$ cat config.mk
export PLATFORM = sky130hd
export DESIGN_NAME = hba_regfile
export DESIGN_NICKNAME = d
export VERILOG_FILES = /design/src/rtl/hba_pkg.sv /design/src/rtl/hba_win_decode.sv /design/src/rtl/hba_port_irq.sv /design/src/rtl/hba_regfile.sv
export SDC_FILE = /design/constraint.sdc
export NUM_CORES = 1
export LEC_CHECK = 0
export ABC_CLOCK_PERIOD_IN_PS = 3100
export BUFFER_PORTS_ARGS = -buffer_cell sky130_fd_sc_hd__buf_2
export CAP_MARGIN = 20
export CORE_AREA = 5 5 174 176
export CTS_CLUSTER_SIZE = 14
export DETAILED_ROUTE_END_ITERATION = 10
export DIE_AREA = 0 0 179 181
export HOLD_SLACK_MARGIN = 0.03
export PLACE_DENSITY = 0.63
export SYNTH_ARGS = -nofsm -noshare
export SYNTH_HDL_FRONTEND = slang
export SYNTH_SLANG_ARGS = --single-unit
$ cat constraint.sdc
create_clock -name clk -period 3.1 [get_ports clk]
set_input_delay 0.62 -clock clk [delete_from_list [all_inputs] [get_ports clk]]
set_output_delay 0.62 -clock clk [all_outputs]
set_load 0.02 [all_outputs]
$ cat src/rtl/hba_pkg.sv
package hba_pkg;
  localparam int ADDR_W  = 17;
  localparam int DATA_W  = 32;
  localparam int SLOTS   = 32;
  localparam int WIN_N   = 3;
  localparam int WORD_AW = ADDR_W - 3;

  localparam logic [DATA_W-1:0] IS_W1C_MASK = 32'h4100_0018;
  localparam int PCS_BIT  = 6;
  localparam int PRCS_BIT = 22;

  typedef enum logic [2:0] {
    RG_NONE, RG_GLOBAL, RG_PORT, RG_FIS, RG_CLIST, RG_CTBL
  } hba_region_e;

  function automatic hba_region_e hba_region(input logic [ADDR_W-1:0] a);
    if (a[16])                     return RG_CTBL;
    else if (a[15:8] == 8'h80)     return RG_FIS;
    else if (a[15:10] == 6'h24)    return RG_CLIST;
    else if (a[15:8] == 8'h00)     return RG_GLOBAL;
    else if (a[15:7] == 9'h002)    return RG_PORT;
    else                           return RG_NONE;
  endfunction

  function automatic logic [WORD_AW-1:0] hba_word(input logic [ADDR_W-1:0] a,
                                                   input hba_region_e rg);
    case (rg)
      RG_FIS:   return WORD_AW'(a[7:2]);
      RG_CLIST: return WORD_AW'(a[9:2]);
      RG_CTBL:  return a[15:2];
      default:  return '0;
    endcase
  endfunction
endpackage

$ cat src/rtl/hba_win_decode.sv
module hba_win_decode
  import hba_pkg::*;
(
  input  logic [ADDR_W-1:0]  addr,
  output hba_region_e        region,
  output logic [WIN_N-1:0]   win_onehot,
  output logic [WORD_AW-1:0] word
);
  always_comb begin
    region     = hba_region(addr);
    word       = hba_word(addr, region);
    win_onehot = '0;
    case (region)
      RG_FIS:   win_onehot[0] = 1'b1;
      RG_CLIST: win_onehot[1] = 1'b1;
      RG_CTBL:  win_onehot[2] = 1'b1;
      default:  win_onehot = '0;
    endcase
  end
endmodule

$ cat src/rtl/hba_port_irq.sv
module hba_port_irq
  import hba_pkg::*;
(
  input  logic              clk,
  input  logic              rst_n,
  input  logic [DATA_W-1:0] hw_set,
  input  logic              pcs_lvl,
  input  logic              prcs_lvl,
  input  logic              sts_w1c,
  input  logic              ena_wr,
  input  logic              ips_w1c,
  input  logic [DATA_W-1:0] wdata,
  output logic [DATA_W-1:0] sts_view,
  output logic [DATA_W-1:0] ena_q,
  output logic              pending,
  output logic              masked_any
);
  logic [DATA_W-1:0] sts_q;
  logic [DATA_W-1:0] clr_bits;

  assign clr_bits = sts_w1c ? (wdata & IS_W1C_MASK) : '0;

  always_comb begin
    sts_view = sts_q;
    sts_view[PCS_BIT]  = pcs_lvl;
    sts_view[PRCS_BIT] = prcs_lvl;
  end

  assign masked_any = |(sts_view & ena_q);

  always_ff @(posedge clk) begin
    if (!rst_n) begin
      sts_q   <= '0;
      ena_q   <= '0;
      pending <= 1'b0;
    end else begin
      sts_q <= ((sts_q & ~clr_bits) | hw_set) & IS_W1C_MASK;
      if (ena_wr) ena_q <= wdata;
      if (masked_any)   pending <= 1'b1;
      else if (ips_w1c) pending <= 1'b0;
    end
  end
endmodule

$ cat src/rtl/hba_regfile.sv
module hba_regfile
  import hba_pkg::*;
#(
  parameter logic [DATA_W-1:0] CAP_VALUE = 32'h4020_1F00,
  parameter logic [DATA_W-1:0] VER_VALUE = 32'h0001_0301
) (
  input  logic                clk,
  input  logic                rst_n,
  input  logic [ADDR_W-1:0]   s_awaddr,
  input  logic                s_awvalid,
  output logic                s_awready,
  input  logic [DATA_W-1:0]   s_wdata,
  input  logic                s_wvalid,
  output logic                s_wready,
  output logic [1:0]          s_bresp,
  output logic                s_bvalid,
  input  logic                s_bready,
  input  logic [ADDR_W-1:0]   s_araddr,
  input  logic                s_arvalid,
  output logic                s_arready,
  output logic [DATA_W-1:0]   s_rdata,
  output logic [1:0]          s_rresp,
  output logic                s_rvalid,
  input  logic                s_rready,
  output logic [WIN_N-1:0]    ram_sel,
  output logic                ram_we,
  output logic [WORD_AW-1:0]  ram_addr,
  output logic [DATA_W-1:0]   ram_wdata,
  input  logic [DATA_W-1:0]   fis_rdata,
  input  logic [DATA_W-1:0]   cl_rdata,
  input  logic [DATA_W-1:0]   ct_rdata,
  input  logic [DATA_W-1:0]   hw_is_set,
  input  logic                hw_pcs,
  input  logic                hw_prcs,
  input  logic [DATA_W-1:0]   hw_serr_set,
  input  logic [SLOTS-1:0]    hw_ci_clr,
  input  logic [SLOTS-1:0]    hw_sact_clr,
  input  logic                hw_reset_done,
  output logic                hba_reset,
  output logic                port_fre,
  output logic                port_start,
  output logic [SLOTS-1:0]    cmd_issue,
  output logic [SLOTS-1:0]    cmd_active,
  output logic                irq
);
  typedef enum logic [1:0] {S_IDLE, S_BRESP, S_RAMWAIT, S_RDATA} bus_state_e;
  bus_state_e state;

  logic wr_go, rd_go;
  logic [ADDR_W-1:0]  dec_addr;
  hba_region_e        region;
  logic [WIN_N-1:0]   win_onehot;
  logic [WORD_AW-1:0] word;
  logic [WIN_N-1:0]   pick_q;
  logic [DATA_W-1:0]  rdata_q, reg_rdata;
  logic [7:0]         off;

  // named events for the checker
  logic ghc_wr, is_w1c_wr, ips_wr, ie_wr, cmd_wr, serr_wr, sact_wr, ci_wr;
  logic gie_q, fre_q, st_q, hr_q;
  logic [DATA_W-1:0] serr_q, p_sts, p_ena;
  logic [SLOTS-1:0]  ci_q, sact_q;
  logic pending, masked_any;

  assign wr_go    = (state == S_IDLE) && s_awvalid && s_wvalid;
  assign rd_go    = (state == S_IDLE) && s_arvalid && !(s_awvalid && s_wvalid);
  assign dec_addr = wr_go ? s_awaddr : s_araddr;
  assign off      = dec_addr[7:0];

  hba_win_decode u_dec (
    .addr(dec_addr), .region(region), .win_onehot(win_onehot), .word(word)
  );

  assign s_awready = wr_go;
  assign s_wready  = wr_go;
  assign s_arready = rd_go;
  assign s_bresp   = 2'b00;
  assign s_rresp   = 2'b00;
  assign s_bvalid  = (state == S_BRESP);
  assign s_rvalid  = (state == S_RDATA);
  assign s_rdata   = rdata_q;

  assign ram_sel   = (wr_go || rd_go) ? win_onehot : '0;
  assign ram_we    = wr_go && (win_onehot != '0);
  assign ram_addr  = word;
  assign ram_wdata = s_wdata;

  assign ghc_wr    = wr_go && region == RG_GLOBAL && off == 8'h04;
  assign ips_wr    = wr_go && region == RG_GLOBAL && off == 8'h08 && s_wdata[0];
  assign is_w1c_wr = wr_go && region == RG_PORT   && off == 8'h10;
  assign ie_wr     = wr_go && region == RG_PORT   && off == 8'h14;
  assign cmd_wr    = wr_go && region == RG_PORT   && off == 8'h18;
  assign serr_wr   = wr_go && region == RG_PORT   && off == 8'h30;
  assign sact_wr   = wr_go && region == RG_PORT   && off == 8'h34;
  assign ci_wr     = wr_go && region == RG_PORT   && off == 8'h38;

  hba_port_irq u_irq (
    .clk(clk), .rst_n(rst_n), .hw_set(hw_is_set), .pcs_lvl(hw_pcs),
    .prcs_lvl(hw_prcs), .sts_w1c(is_w1c_wr), .ena_wr(ie_wr), .ips_w1c(ips_wr),
    .wdata(s_wdata), .sts_view(p_sts), .ena_q(p_ena), .pending(pending),
    .masked_any(masked_any)
  );

  always_ff @(posedge clk) begin
    if (!rst_n) begin
      hr_q <= 1'b0; gie_q <= 1'b0; fre_q <= 1'b0; st_q <= 1'b0;
      serr_q <= '0; ci_q <= '0; sact_q <= '0;
    end else begin
      if (ghc_wr && s_wdata[0]) hr_q <= 1'b1;
      else if (hw_reset_done)   hr_q <= 1'b0;
      if (ghc_wr) gie_q <= s_wdata[1];
      if (cmd_wr) begin
        fre_q <= s_wdata[4];
        st_q  <= s_wdata[0] & s_wdata[4];
      end
      serr_q <= (serr_q & ~(serr_wr ? s_wdata : '0)) | hw_serr_set;
      ci_q   <= (ci_q   & ~hw_ci_clr)   | (ci_wr   ? s_wdata : '0);
      sact_q <= (sact_q & ~hw_sact_clr) | (sact_wr ? s_wdata : '0);
    end
  end

  always_comb begin
    reg_rdata = '0;
    if (region == RG_GLOBAL) begin
      case (off)
        8'h00:   reg_rdata = CAP_VALUE;
        8'h04:   reg_rdata = {30'd0, gie_q, hr_q};
        8'h08:   reg_rdata = {31'd0, pending};
        8'h0C:   reg_rdata = 32'd1;
        8'h10:   reg_rdata = VER_VALUE;
        default: reg_rdata = '0;
      endcase
    end else if (region == RG_PORT) begin
      case (off)
        8'h10:   reg_rdata = p_sts;
        8'h14:   reg_rdata = p_ena;
        8'h18:   reg_rdata = {27'd0, fre_q, 3'd0, st_q};
        8'h30:   reg_rdata = serr_q;
        8'h34:   reg_rdata = sact_q;
        8'h38:   reg_rdata = ci_q;
        default: reg_rdata = '0;
      endcase
    end
  end

  always_ff @(posedge clk) begin
    if (!rst_n) begin
      state <= S_IDLE; rdata_q <= '0; pick_q <= '0;
    end else begin
      case (state)
        S_IDLE: begin
          if (wr_go) state <= S_BRESP;
          else if (rd_go) begin
            if (win_onehot != '0) begin
              pick_q <= win_onehot;
              state  <= S_RAMWAIT;
            end else begin
              rdata_q <= reg_rdata;
              state   <= S_RDATA;
            end
          end
        end
        S_BRESP:   if (s_bready) state <= S_IDLE;
        S_RAMWAIT: begin
          rdata_q <= pick_q[0] ? fis_rdata : pick_q[1] ? cl_rdata : ct_rdata;
          state   <= S_RDATA;
        end
        S_RDATA:   if (s_rready) state <= S_IDLE;
        default:   state <= S_IDLE;
      endcase
    end
  end

  assign hba_reset  = hr_q;
  assign port_fre   = fre_q;
  assign port_start = st_q;
  assign cmd_issue  = ci_q;
  assign cmd_active = sact_q;
  assign irq        = gie_q & pending;
endmodule

==> metrics.txt, run 1 <==
max-slew violation total from the final report 0; area of the mapped netlist ~9000 um2; Worst Clk Skew between 0.01 and 0.015 ns; height of the die between 150 and 200 um; placed instance count between 1500 and 2000; DRC violations left 0; core area between 20000 and 30000 um2; average wire length per cell after detail routing 19.8 um; sequential cell area fraction in the yosys report 0.385; unrepaired setup endpoints after global routing no; H-tree levels 4; number of detailed-routing iterations run before antenna repair 5; cell leakage power a little over 0.005 uW; kind of critical path flop to output port; required time of the critical path 2.48 ns; cells traversed along the worst timing path nand4bb_4 -> buf_12 -> inv_6 -> buf_6 -> a41o_1 -> nor3_1 -> buf_4 -> nor2_1 -> buf_2; detailed-route vias per instance about 5; synth cell count leaders sky130_fd_sc_hd__dfxtp_1 (173), sky130_fd_sc_hd__a21oi_1 (154), sky130_fd_sc_hd__nand2_1 (141); number of endpoints failing setup at the final stage 0; cts-stage hold buffer count 0; dominant register cell in the synthesized netlist sky130_fd_sc_hd__dfxtp_1; pre-CTS setup slack -0.0157 ns; signal arrival time at the worst endpoint roughly 2.3 ns; crit path capture type output port; clock transition at the register clock pins on the worst setup and hold paths after CTS ~0.08 ns; TritonCTS clock tree done; worst-path fanout max 17; Critical Path Start Type flop; total gr overflow 0; leading cell types by total area after synthesis sky130_fd_sc_hd__dfxtp_1 (38%), sky130_fd_sc_hd__a21oi_1 (8.6%), sky130_fd_sc_hd__nand2_1 (5.9%); clock tree buffer depth 2; post-detailed-route count of antenna-violating nets 0; fraction of registers with async set or reset after synthesis 0; vias in the first global route approximately 9500; clock sinks around 170; power per standard cell area ~440 nW/um2; Total GRT Usage 0.221; filler cell count in the final layout around 2900; die area between 30000 and 40000 um2; final total negative setup slack 0 ns; Boundary Pins ~460; count of flip-flops with a built-in enable after synthesis 0; Mapped Cells ~1100; # rows 62; number of library cell types mapped by synthesis 67; number of antenna violations at the first check in global routing 5; cell at the slowest stage of the critical path sky130_fd_sc_hd__dfxtp_2; Crit path buffers/inverters 5; transition time at the pin with the least slew margin between 0.7 and 0.8 ns; kind of cell with the highest combined delay on the critical path buffers and inverters; worst vdd ir approximately 0.31 mV; Buffers on Ports about 430; Routability Congestion between 0.9 and 1; minimum period implied by the final worst setup slack roughly 2.9 ns; clock group share of total power 0.394; fraction of power consumed by combinational cells 0.170; vias post-DR 9737; total wire length ~38000 um; leading cell type by number of instances after synthesis sky130_fd_sc_hd__dfxtp_1; pin count of the biggest net entering global routing 66; count of final hold-check violations 0; count of state elements after synthesis 173; DRC marker count from the first detailed-route iteration about 710; TritonCTS buffer count 17; first-pass GRT wire length between 50000 and 60000 um; outcome complete, no violations; Initial Util 0.316; proportion of power drawn by flip-flops and latches 0.436; remaining max-slew budget at the tightest pin 0.471; Max Cap Viol 0; final non-filler cell total about 1900; switching component of the power ~1600 uW; Period Utilization, post-route 0.949; cell at the root of the clock tree sky130_fd_sc_hd__clkbuf_16; die extent in x 179 um; Internal Dissipation around 3800 uW; fraction of power spent switching nets 0.303; fraction of final layout cells sized beyond drive strength 1 0.361; dpl hpwl between 20000 and 30000 um; worst setup margin 0.159 ns; top-area cell type share of the netlist area 0.385; delay of the slowest cell on the worst path around 0.35 ns; timing-limited maximum frequency 0.340 GHz; synthesis-to-layout area growth 35.4%; warning count from the yosys run 0; cell taking the most area after synthesis sky130_fd_sc_hd__dfxtp_1; clk_lat worst skew approximately 0.43 ns; Post-Synthesis Mean Instance Area around 8 um2; net total in the final layout 1800; Worst Hold Class input port to flop
## state kept, by name, summed over array words and instances, names as in the netlist
name	count
cmd_active	32
cmd_issue	32
gie_q	1
hba_reset	1
pick_q	2
port_fre	1
port_start	1
s_rdata	32
serr_q	32
state	2
u_irq.ena_q	32
u_irq.pending	1
u_irq.sts_q	4
## layout by cell type (no fill, tap or decap), types with 3 or more instances in the layout
master,Yosys,layout
sky130_fd_sc_hd__a21boi_0,36,36
sky130_fd_sc_hd__a21o_1,8,8
sky130_fd_sc_hd__a21oi_1,154,153
sky130_fd_sc_hd__a222oi_1,4,4
sky130_fd_sc_hd__a22oi_1,57,57
sky130_fd_sc_hd__a311o_1,3,3
sky130_fd_sc_hd__a31oi_1,15,15
sky130_fd_sc_hd__and2_1,4,4
sky130_fd_sc_hd__buf_12,0,12
sky130_fd_sc_hd__buf_2,18,426
sky130_fd_sc_hd__buf_4,38,32
sky130_fd_sc_hd__clkbuf_16,0,18
sky130_fd_sc_hd__clkinv_8,0,3
sky130_fd_sc_hd__clkinvlp_4,0,3
sky130_fd_sc_hd__conb_1,1,4
sky130_fd_sc_hd__dfxtp_1,173,170
sky130_fd_sc_hd__dfxtp_2,0,3
sky130_fd_sc_hd__diode_2,0,4
sky130_fd_sc_hd__inv_1,6,6
sky130_fd_sc_hd__inv_6,1,4
sky130_fd_sc_hd__inv_8,0,4
sky130_fd_sc_hd__mux2_2,3,3
sky130_fd_sc_hd__mux2i_1,42,42
sky130_fd_sc_hd__nand2_1,141,141
sky130_fd_sc_hd__nand2b_1,3,3
sky130_fd_sc_hd__nand3_1,4,4
sky130_fd_sc_hd__nand4_1,12,12
sky130_fd_sc_hd__nor2_1,106,106
sky130_fd_sc_hd__nor2b_1,71,71
sky130_fd_sc_hd__nor3_1,10,8
sky130_fd_sc_hd__nor3_2,2,3
sky130_fd_sc_hd__nor4_1,3,3
sky130_fd_sc_hd__nor4b_1,3,3
sky130_fd_sc_hd__o21a_1,36,36
sky130_fd_sc_hd__o21ai_0,44,44
sky130_fd_sc_hd__o221a_2,17,17
## area by class of cell
| type | instances | area (um2) | share of cell area |
|---|---|---|---|
| Antenna cell | 4 | 10.0 | 0.000821 |
| Sequential cell | 173 | 3470 | 0.284 |
| Multi-Input combinational cell | 828 | 4970 | 0.408 |
| Tap cell | 384 | 480 | 0.0394 |
| Timing Repair Buffer | 472 | 2650 | 0.217 |
| Clock buffer | 17 | 425 | 0.0349 |
| Clock inverter | 15 | 153 | 0.0125 |
| Inverter | 8 | 37.5 | 0.00308 |
## per-stage QoR
stage	hold slack [ns]	cell area, um2	power (uW)	util
after floorplan	0.431	9010	2890	-
final	0.392	12200	5400	0.428
after global placement	0.437	11600	3300	0.406
after detailed placement	0.445	11600	3310	0.406
after CTS	0.372	12100	5450	0.426
after global routing	0.366	12200	5640	0.428
## metal layers
metal  vias up  share of wire  GRT usage
li1       4730              -          -
met1      4518           0.42      0.291
met2       441           0.47      0.365
met3        44          0.087     0.0466
met4         4          0.018     0.0586
met5         -        0.00072          0
## repair_timing
item / CTS / global route
endpoints found under the setup margin: 0 / 8
gates resized for setup: 0 / 4
setup buffers: 0 / 0
hold endpoints to repair: 0 / 0
## worst paths after layout
path	from	slack, ns	to	depth (start not counted)
setup / recovery	state[0]$_SDFFE_PN0P_	0.16	ram_addr[0]	9
hold / removal	hw_serr_set[14]	0.39	serr_q[14]$_SDFF_PN0_	2
setup reg to reg	state[0]$_SDFFE_PN0P_	0.38	s_rdata[14]$_SDFFE_PN0P_	9
hold reg to reg	u_irq.ena_q[12]$_SDFFE_PN0P_	0.45	u_irq.ena_q[12]$_SDFFE_PN0P_	2
## worst register-to-register path, cell delays in order (launching register included)
cell                        delay [ns]
sky130_fd_sc_hd__dfxtp_2          0.35
sky130_fd_sc_hd__nand4bb_4        0.25
sky130_fd_sc_hd__buf_12           0.20
sky130_fd_sc_hd__inv_6            0.13
sky130_fd_sc_hd__nand4_4          0.10
sky130_fd_sc_hd__o32ai_2          0.16
sky130_fd_sc_hd__or4b_1           0.52
sky130_fd_sc_hd__buf_12           0.19
sky130_fd_sc_hd__a21oi_1          0.49
sky130_fd_sc_hd__o221a_2          0.28
## power by group through the flow
stage               clock (uW)  sequential (uW)  combinational [uW]
floorplan                    0             2460                 427
global placement             0             2400                 897
detailed placement           0             2410                 906
CTS                       2180             2360                 908
global route              2280             2370                 994
finish                    2130             2360                 916
## kinds of logic (layout without fill, tap and decap cells)
| kind of cell | after synthesis | count (layout) | synth area share |
|---|---|---|---|
| buf+inv | 122 | 512 | 0.0723 |
| other cells | 1 | 8 | 0.000417 |
| flops | 173 | 173 | 0.385 |
| simple gates | 377 | 377 | 0.199 |
| compound gates | 401 | 401 | 0.290 |
| mux | 46 | 46 | 0.0530 |
Note: power is estimated with default switching activity, not from simulation.
==> run 2: changes to the inputs <==
--- a/config.mk
+++ b/config.mk
@@ -5,15 +5,16 @@
 export SDC_FILE = /design/constraint.sdc
 export NUM_CORES = 1
 export LEC_CHECK = 0
+export ABC_AREA = 1
 export ABC_CLOCK_PERIOD_IN_PS = 3100
 export BUFFER_PORTS_ARGS = -buffer_cell sky130_fd_sc_hd__buf_2
 export CAP_MARGIN = 20
-export CORE_AREA = 5 5 174 176
+export CORE_AREA = 5 5 177 179
 export CTS_CLUSTER_SIZE = 14
 export DETAILED_ROUTE_END_ITERATION = 10
-export DIE_AREA = 0 0 179 181
+export DIE_AREA = 0 0 182 184
 export HOLD_SLACK_MARGIN = 0.03
-export PLACE_DENSITY = 0.63
+export PLACE_DENSITY = 0.64
 export SYNTH_ARGS = -nofsm -noshare
 export SYNTH_HDL_FRONTEND = slang
 export SYNTH_SLANG_ARGS = --single-unit
==> run 2 against run 1 <==
Compared with the run above:
- setup slack worse by 0.036 ns
- utilization increased by 0.46 points
- routed wire length increased by 1.3%
- maximum frequency fell by 1.2%
- hold slack got worse by 0.0044 ns
- count of clock-buffer cells in the layout grew 2
- critical path type is now input port to output port
- via count rose by 12%
- first-iteration DRC count decreased by 9.1%
- register-to-register slack lost 0.19 ns
- design area up 4.4%
- non-clock buffer count fell by 3
==> metrics.txt, run 2 <==
origin of the worst min-delay path hw_serr_set[22]; TritonCTS buffer count 17 (unchanged); synthesis-to-layout area growth 30.1%; dominant register cell in the synthesized netlist sky130_fd_sc_hd__dfxtp_1; count of flip-flops with a built-in enable after synthesis 0 (unchanged); clock transition at the register clock pins on the worst setup and hold paths after CTS 0.08 ns (about the same); height of the die 184 um (+1.7%); cells traversed along the worst timing path buf_2 -> nand2_2 -> inv_4 -> nand2_4 -> buf_4 -> nand2_1 -> nand2_1 -> nand2_1 -> nor2_1 -> nand3_2 -> nand2_4 -> nand3_1 -> inv_1 -> buf_2; outcome complete, no violations; delay of the slowest cell on the worst path 0.21 ns (-0.14 ns); cell taking the most area after synthesis sky130_fd_sc_hd__dfxtp_1; leading cell type by number of instances after synthesis sky130_fd_sc_hd__nand2_1; filler cell count in the final layout 3090 (+5.4%); depth of the critical timing path with buffers and inverters included 14 (+5); placed instance count 2207 (+18%); average wire length per cell after detail routing 17.0 um (-14%); vias in the first global route 10400 (+9.1%); start point of the critical path s_awvalid; sequential cell area fraction in the yosys report 0.354 (-0.0308); remaining max-slew budget at the tightest pin 0.325 (-0.146); detailed-route vias per instance 4.84 (-5.4%); number of detailed-routing iterations run before antenna repair 5 (unchanged); post-detailed-route count of antenna-violating nets 0 (unchanged); fraction of final layout cells sized beyond drive strength 1 0.328 (-0.0333); multi-input logic area 4760 um2 (-4.3%); # rows 63 (+1.6%); Routability Congestion 0.896 (-4.0%); cell at the slowest stage of the critical path sky130_fd_sc_hd__buf_4; net total in the final layout 2137 (+19%); number of library cell types mapped by synthesis 37 (-45%); first-pass GRT wire length 56200 um (+1.6%); transition time at the pin with the least slew margin 1.01 ns (+0.221 ns); dpl hpwl 29500 um (+3.7%); fraction of registers with async set or reset after synthesis 0 (unchanged); switching component of the power 2660 uW (+62%); die area 33500 um2 (+3.4%); leading cell types by total area after synthesis sky130_fd_sc_hd__dfxtp_1 (35%), sky130_fd_sc_hd__nand2_1 (12%), sky130_fd_sc_hd__a21oi_1 (8.5%); proportion of power drawn by flip-flops and latches 0.353 (-0.083); cts-stage hold buffer count 0 (unchanged); Initial Util 0.333 (+0.0166); worst vdd ir 0.256 mV (-18%); vias post-DR 10900 (+12%); kind of critical path input port to output port; count of final hold-check violations 0 (unchanged); Buffers on Ports 426 (unchanged); WHS 0.388 ns (-0.00439 ns); warning count from the yosys run 0 (unchanged); DRC marker count from the first detailed-route iteration 642 (-9.1%); total wire length 38000 um (+1.3%); Boundary Pins 459 (unchanged); number of antenna violations at the first check in global routing 4 (-1); total gr overflow 0 (unchanged); Total GRT Usage 0.213 (-0.00794); DRC violations left 0 (unchanged); count of state elements after synthesis 173 (unchanged); Period Utilization, post-route 0.961 (+0.0117); H-tree levels 4 (unchanged); pin count of the biggest net entering global routing 79 (+20%); number of cells traversed by the worst register-to-register path 15 (+6); die extent in x 182 um (+1.7%); clock sinks 173 (unchanged); Worst Clk Skew 0.0197 ns (+0.00698 ns); Post-Synthesis Mean Instance Area 6.71 um2 (-17%); most frequent standard cell in the layout excluding fill and tap cells sky130_fd_sc_hd__buf_2; core area 29400 um2 (+3.3%); unrepaired setup endpoints after global routing no; Critical Path Start Type input port; FF-to-FF Start state[1]$_SDFFE_PN0P_; number of endpoints failing setup at the final stage 0 (unchanged); Internal Dissipation 4640 uW (+23%); synth cell count leaders sky130_fd_sc_hd__nand2_1 (318), sky130_fd_sc_hd__inv_1 (210), sky130_fd_sc_hd__dfxtp_1 (173); crit path capture type output port; R2R setup slack 0.19 ns (-0.19 ns); Worst Hold Class input port to flop; top-area cell type share of the netlist area 0.354 (-0.0308); Max Cap Viol 0 (unchanged); clock group share of total power 0.315 (-0.079); worst-path fanout max 15 (-2); final total negative setup slack 0 ns (unchanged); fraction of power spent switching nets 0.364 (+0.0610); kind of cell with the highest combined delay on the critical path simple AND/OR/NAND/NOR gates; final non-filler cell total 2242 (+18%); required time of the critical path 2.48 ns (about the same); TritonCTS clock tree done; timing-limited maximum frequency 0.336 GHz (-1.2%); cell at the root of the clock tree sky130_fd_sc_hd__clkbuf_16; most frequent cells in the layout sky130_fd_sc_hd__buf_2 (426), sky130_fd_sc_hd__nand2_1 (318), sky130_fd_sc_hd__inv_1 (209); minimum period implied by the final worst setup slack 2.98 ns (+0.0364 ns); area of the mapped netlist 9790 um2 (+8.7%); cell count of the worst hold path 3 (+1); fraction of power consumed by combinational cells 0.332 (+0.162); storage element area 3470 um2 (unchanged); clock tree buffer depth 2 (unchanged); power per standard cell area 574 nW/um2 (+30%); Crit path buffers/inverters 5 (unchanged); signal arrival time at the worst endpoint 2.36 ns (+0.04 ns); critical path's most frequent cell sky130_fd_sc_hd__nand2_1; cell leakage power 0.00628 uW (+22%); fraction of the core area covered by cells at the end of the flow 0.433 (+0.00464); max-slew violation total from the final report 0 (unchanged); clk_lat worst skew 0.43 ns (about the same); Mapped Cells 1459 (+30%)
## run 2: changes by cell type in the layout (fill, tap and decap cells not counted), moves of 36 or more
cell | previous run | this run
sky130_fd_sc_hd__a21boi_0 | 36 | 0
sky130_fd_sc_hd__a22oi_1 | 57 | 0
sky130_fd_sc_hd__inv_1 | 6 | 209
sky130_fd_sc_hd__o21ai_0 | 44 | 104
sky130_fd_sc_hd__nand3_1 | 4 | 105
sky130_fd_sc_hd__mux2i_1 | 42 | 6
sky130_fd_sc_hd__nand2_1 | 141 | 318
sky130_fd_sc_hd__nor2_1 | 106 | 65
sky130_fd_sc_hd__nor2b_1 | 71 | 0
## run 2: final timing paths
path                                       end
hold / removal           serr_q[22]$_SDFF_PN0_
setup reg to reg       s_rdata[9]$_SDFFE_PN0P_
hold reg to reg   u_irq.ena_q[14]$_SDFFE_PN0P_
setup / recovery                   ram_addr[4]
## run 2: cell families (layout without fill, tap and decap cells)
| group | count (synthesis) | count (layout) | share of synthesized area |
|---|---|---|---|
| buffers and inverters | 344 | 732 | 0.163 |
| multiplexers | 38 | 38 | 0.0430 |
| other | 1 | 6 | 0.000383 |
| AND/OR/NAND/NOR | 588 | 588 | 0.272 |
| AO/OA/AOI/OAI | 315 | 315 | 0.167 |
| flip-flops | 173 | 173 | 0.354 |
## run 2: final cells by class
type                            count  area share
Timing Repair Buffer              469       0.198
Clock inverter                     13      0.0137
Multi-Input combinational cell    945       0.374
Tap cell                          390      0.0383
Clock buffer                       19      0.0348
Sequential cell                   173       0.272
Antenna cell                        2    0.000393
Inverter                          231      0.0687
## run 2: timing repair
| item | in CTS | in global routing |
|---|---|---|
| setup endpoints to repair | 7 | 9 |
| gates resized for setup | 0 | 3 |
| pin swaps | 1 | 0 |
| setup buffers | 1 | 0 |
## run 2: tightest hold or removal path, stage by stage
cell and delay, ns:
sky130_fd_sc_hd__buf_2 0.07, sky130_fd_sc_hd__a21oi_1 0.03, sky130_fd_sc_hd__nor2_1 0.07
## run 2: power by group through the flow
stage               clock (uW)  combinational (uW)  sequential (uW)
floorplan                    0                1530             2840
global placement             0                2370             2610
detailed placement           0                2400             2620
CTS                       2350                2430             2570
global route              2450                2670             2610
finish                    2300                2430             2580
## run 2: routing by layer
metal	vias to the layer above	wire [um]	global-route usage	part of all wire
met5	-	27	0	0.00071
li1	5378	-	-	-
met3	34	2840	0.0414	0.075
met4	4	609	0.0504	0.016
met1	4998	16400	0.277	0.43
met2	446	18200	0.365	0.48
## run 2: through the flow
step                area (um2)  power (uW)  setup slack [ns]
finish                   12700        7300             0.122
global route             12700        7720           0.00231
CTS                      12700        7350            0.0864
detailed placement       12100        5020           -0.0128
global placement         12100        4980            0.0672
floorplan                 9800        4370             0.614
==> run 3: changes to the inputs <==
--- a/config.mk
+++ b/config.mk
@@ -6,8 +6,8 @@
 export NUM_CORES = 1
 export LEC_CHECK = 0
 export ABC_AREA = 1
-export ABC_CLOCK_PERIOD_IN_PS = 3100
-export BUFFER_PORTS_ARGS = -buffer_cell sky130_fd_sc_hd__buf_2
+export ABC_CLOCK_PERIOD_IN_PS = 3350
+export BUFFER_PORTS_ARGS = -buffer_cell sky130_fd_sc_hd__buf_4
 export CAP_MARGIN = 20
 export CORE_AREA = 5 5 177 179
 export CTS_CLUSTER_SIZE = 14
==> constraint.sdc (replaced) <==
create_clock -name clk -period 3.35 [get_ports clk]
set_input_delay 0.67 -clock clk [delete_from_list [all_inputs] [get_ports clk]]
set_output_delay 0.67 -clock clk [all_outputs]
set_load 0.02 [all_outputs]
==> run 3 against run 2 <==
Compared with the run above:
- non-clock buffer count down 7
- largest cell class unchanged
- sequential share of layout area fell by 1.9 points
- critical endpoint is now ram_addr[5]
- first-iteration DRC count grew 15%
- flip-flop and latch count stayed put
- critical path depth is 4 lower
- setup slack better by 0.067 ns
- highest routed layer is now met4
- clock power is 14% lower
- combinational power about the same
- final cell count down 0.40%
- clock skew decreased by 0.0066 ns
==> metrics.txt, run 3 (synthesis gave the netlist of run 2 again) <==
cts-stage hold buffer count 0 (unchanged); CP Capture Point ram_addr[5]; cell count of the worst hold path 3 (unchanged); Routability Congestion 0.912 (+1.8%); filler cell count in the final layout 3015 (-2.4%); signal arrival time at the worst endpoint 2.49 ns (+0.13 ns); storage element area 3460 um2 (about the same); standard cell area after detailed placement 13100 um2 (+8.2%); Boundary Pins 459 (unchanged); cell at the slowest stage of the critical path sky130_fd_sc_hd__dfxtp_1; Worst Clk Skew 0.0131 ns (-0.00656 ns); Resized cells post-CTS 0 (unchanged); clock tree buffer depth 2 (unchanged); average wire length per cell after detail routing 17.4 um (+2.7%); R2R setup slack 0.43 ns (+0.24 ns); post-detailed-route count of antenna-violating nets 0 (unchanged); minimum period implied by the final worst setup slack 3.16 ns; number of detailed-routing iterations run before antenna repair 7 (+2); total gr overflow 0 (unchanged); kind of critical path flop to output port; total wire length 38900 um (+2.3%); die area 33500 um2 (unchanged); worst vdd ir 0.249 mV (-2.6%); die extent in x 182 um (unchanged); start point of the critical path state[0]$_SDFFE_PN0P_; endpoint of the worst-slack reg-to-reg timing path serr_q[4]$_SDFF_PN0_; transition time at the pin with the least slew margin 0.962 ns (-0.0505 ns); first-pass GRT wire length 57800 um (+2.8%); DRC violations left 0 (unchanged); crit path capture type output port; clock transition at the register clock pins on the worst setup and hold paths after CTS 0.08 ns (about the same); Period Utilization, post-route 0.944; remaining max-slew budget at the tightest pin 0.359 (+0.0336); Buffers on Ports 426 (unchanged); cell leakage power 0.00648 uW (+3.3%); number of cells traversed by the worst register-to-register path 11 (-4); FF-to-FF Start state[0]$_SDFFE_PN0P_; critical path's most frequent cell sky130_fd_sc_hd__nand2_4; Critical Path Start Type flop; required time of the critical path 2.68 ns (+0.20 ns); height of the die 184 um (unchanged); count of final hold-check violations 0 (unchanged); DRC marker count from the first detailed-route iteration 740 (+15%); # rows 63 (unchanged); most frequent cells in the layout sky130_fd_sc_hd__buf_4 (459), sky130_fd_sc_hd__nand2_1 (318), sky130_fd_sc_hd__inv_1 (209); fraction of final layout cells sized beyond drive strength 1 0.323 (-0.00418); multi-input logic area 4750 um2 (about the same); Worst Hold Class input port to flop; unrepaired setup endpoints after global routing no; clock sinks 173 (unchanged); outcome complete, no violations; origin of the worst min-delay path hw_serr_set[15]; TritonCTS buffer count 17 (unchanged); net total in the final layout 2130 (-0.33%); synthesis-to-layout area growth 39.6%; vias post-DR 10700 (-1.1%); vias in the first global route 10300 (-0.34%); final total negative setup slack 0 ns (unchanged); cell at the root of the clock tree sky130_fd_sc_hd__clkbuf_16; number of antenna violations at the first check in global routing 0 (-4); pin count of the biggest net entering global routing 76 (-3.8%); power per standard cell area 500 nW/um2 (-13%); delay of the slowest cell on the worst path 0.37 ns (+0.16 ns); max-slew violation total from the final report 0 (unchanged); TritonCTS clock tree done; WHS 0.441 ns (+0.0532 ns); cells traversed along the worst timing path nor2_4 -> nand2_4 -> o21ai_1 -> nand2_1 -> nor2_2 -> nand3_2 -> nand2_4 -> nand3_1 -> inv_1 -> buf_4; number of endpoints failing setup at the final stage 0 (unchanged); Max Cap Viol 0 (unchanged); timing-limited maximum frequency about 0.32 GHz; most frequent standard cell in the layout excluding fill and tap cells sky130_fd_sc_hd__buf_4; Total GRT Usage 0.220 (+0.00702); overall power of the completed layout 6820 uW (-6.6%); cell area after layout 13700 um2 (+7.3%); diodes inserted 0 (-2); core area 29400 um2 (unchanged); clk_lat worst skew 0.43 ns (about the same); Initial Util 0.333 (unchanged); worst-path fanout max 23 (+8); H-tree levels 4 (unchanged); dpl hpwl 29900 um (+1.5%); buffers inserted by post-CTS timing repair 0 (-1); detailed-route vias per instance 4.81 (-0.68%)
==> run 3: cell count changes in the layout (fill, tap and decap cells not counted), moves of 2 or more <==
cell,delta
sky130_fd_sc_hd__buf_12,-2
sky130_fd_sc_hd__buf_2,-426
sky130_fd_sc_hd__buf_4,+421
sky130_fd_sc_hd__bufinv_16,-3
sky130_fd_sc_hd__clkinv_4,+3
sky130_fd_sc_hd__dfxtp_1,+2
sky130_fd_sc_hd__dfxtp_2,-2
sky130_fd_sc_hd__diode_2,-2
sky130_fd_sc_hd__inv_6,-3
sky130_fd_sc_hd__inv_8,+5
==> run 3: critical path, delay by kind of cell, from the launching register on <==
kind                   cells  cell delay (ns)
AO/OA/AOI/OAI              1             0.28
flip-flops                 1             0.37
AND/OR/NAND/NOR            7             1.21
buffers and inverters      2             0.19
==> run 3: final cells by class <==
type,count,share of cell area
multi-input combinational,945,0.348
timing repair buffer,462,0.257
sequential,173,0.254
inverter,231,0.0640
tap,390,0.0357
clock buffer,18,0.0314
clock inverter,14,0.0105
==> run 3: worst min path at each step <==
| stage | to | slack, ns |
|---|---|---|
| 6_report | serr_q[15]$_SDFF_PN0_ | 0.44 |
| 2_1_floorplan | u_irq.ena_q[14]$_SDFFE_PN0P_ | 0.42 |
| 3_5_place_dp | u_irq.ena_q[2]$_SDFFE_PN0P_ | 0.44 |
| 3_3_place_gp | u_irq.ena_q[18]$_SDFFE_PN0P_ | 0.43 |
| 5_1_grt | serr_q[14]$_SDFF_PN0_ | 0.43 |
| 4_1_cts | serr_q[15]$_SDFF_PN0_ | 0.42 |
==> run 3: per-stage QoR <==
stage / worst slack, ns / util / instances
floorplan: 0.764 / - / 1462
global placement: 0.194 / 0.445 / 2201
detailed placement: 0.117 / 0.445 / 2201
CTS: 0.184 / 0.465 / 2233
global route: 0.0483 / 0.465 / 2233
finish: 0.189 / 0.465 / 2233
==> run 3: power breakdown <==
group	leakage [uW]	switching, uW	internal, uW
Combinational	0.00479	1440	1010
Sequential	0.00141	124	2270
Clock	0.000280	982	998
==> run 3: metal layers <==
layer / GRT usage / routed length (um) / up-vias
li1: - / - / 5351
met2: 0.364 / 18300 / 444
met3: 0.0524 / 2980 / 44
met4: 0.0540 / 853 / 0
met5: 0 / 0 / -
met1: 0.290 / 16800 / 4904
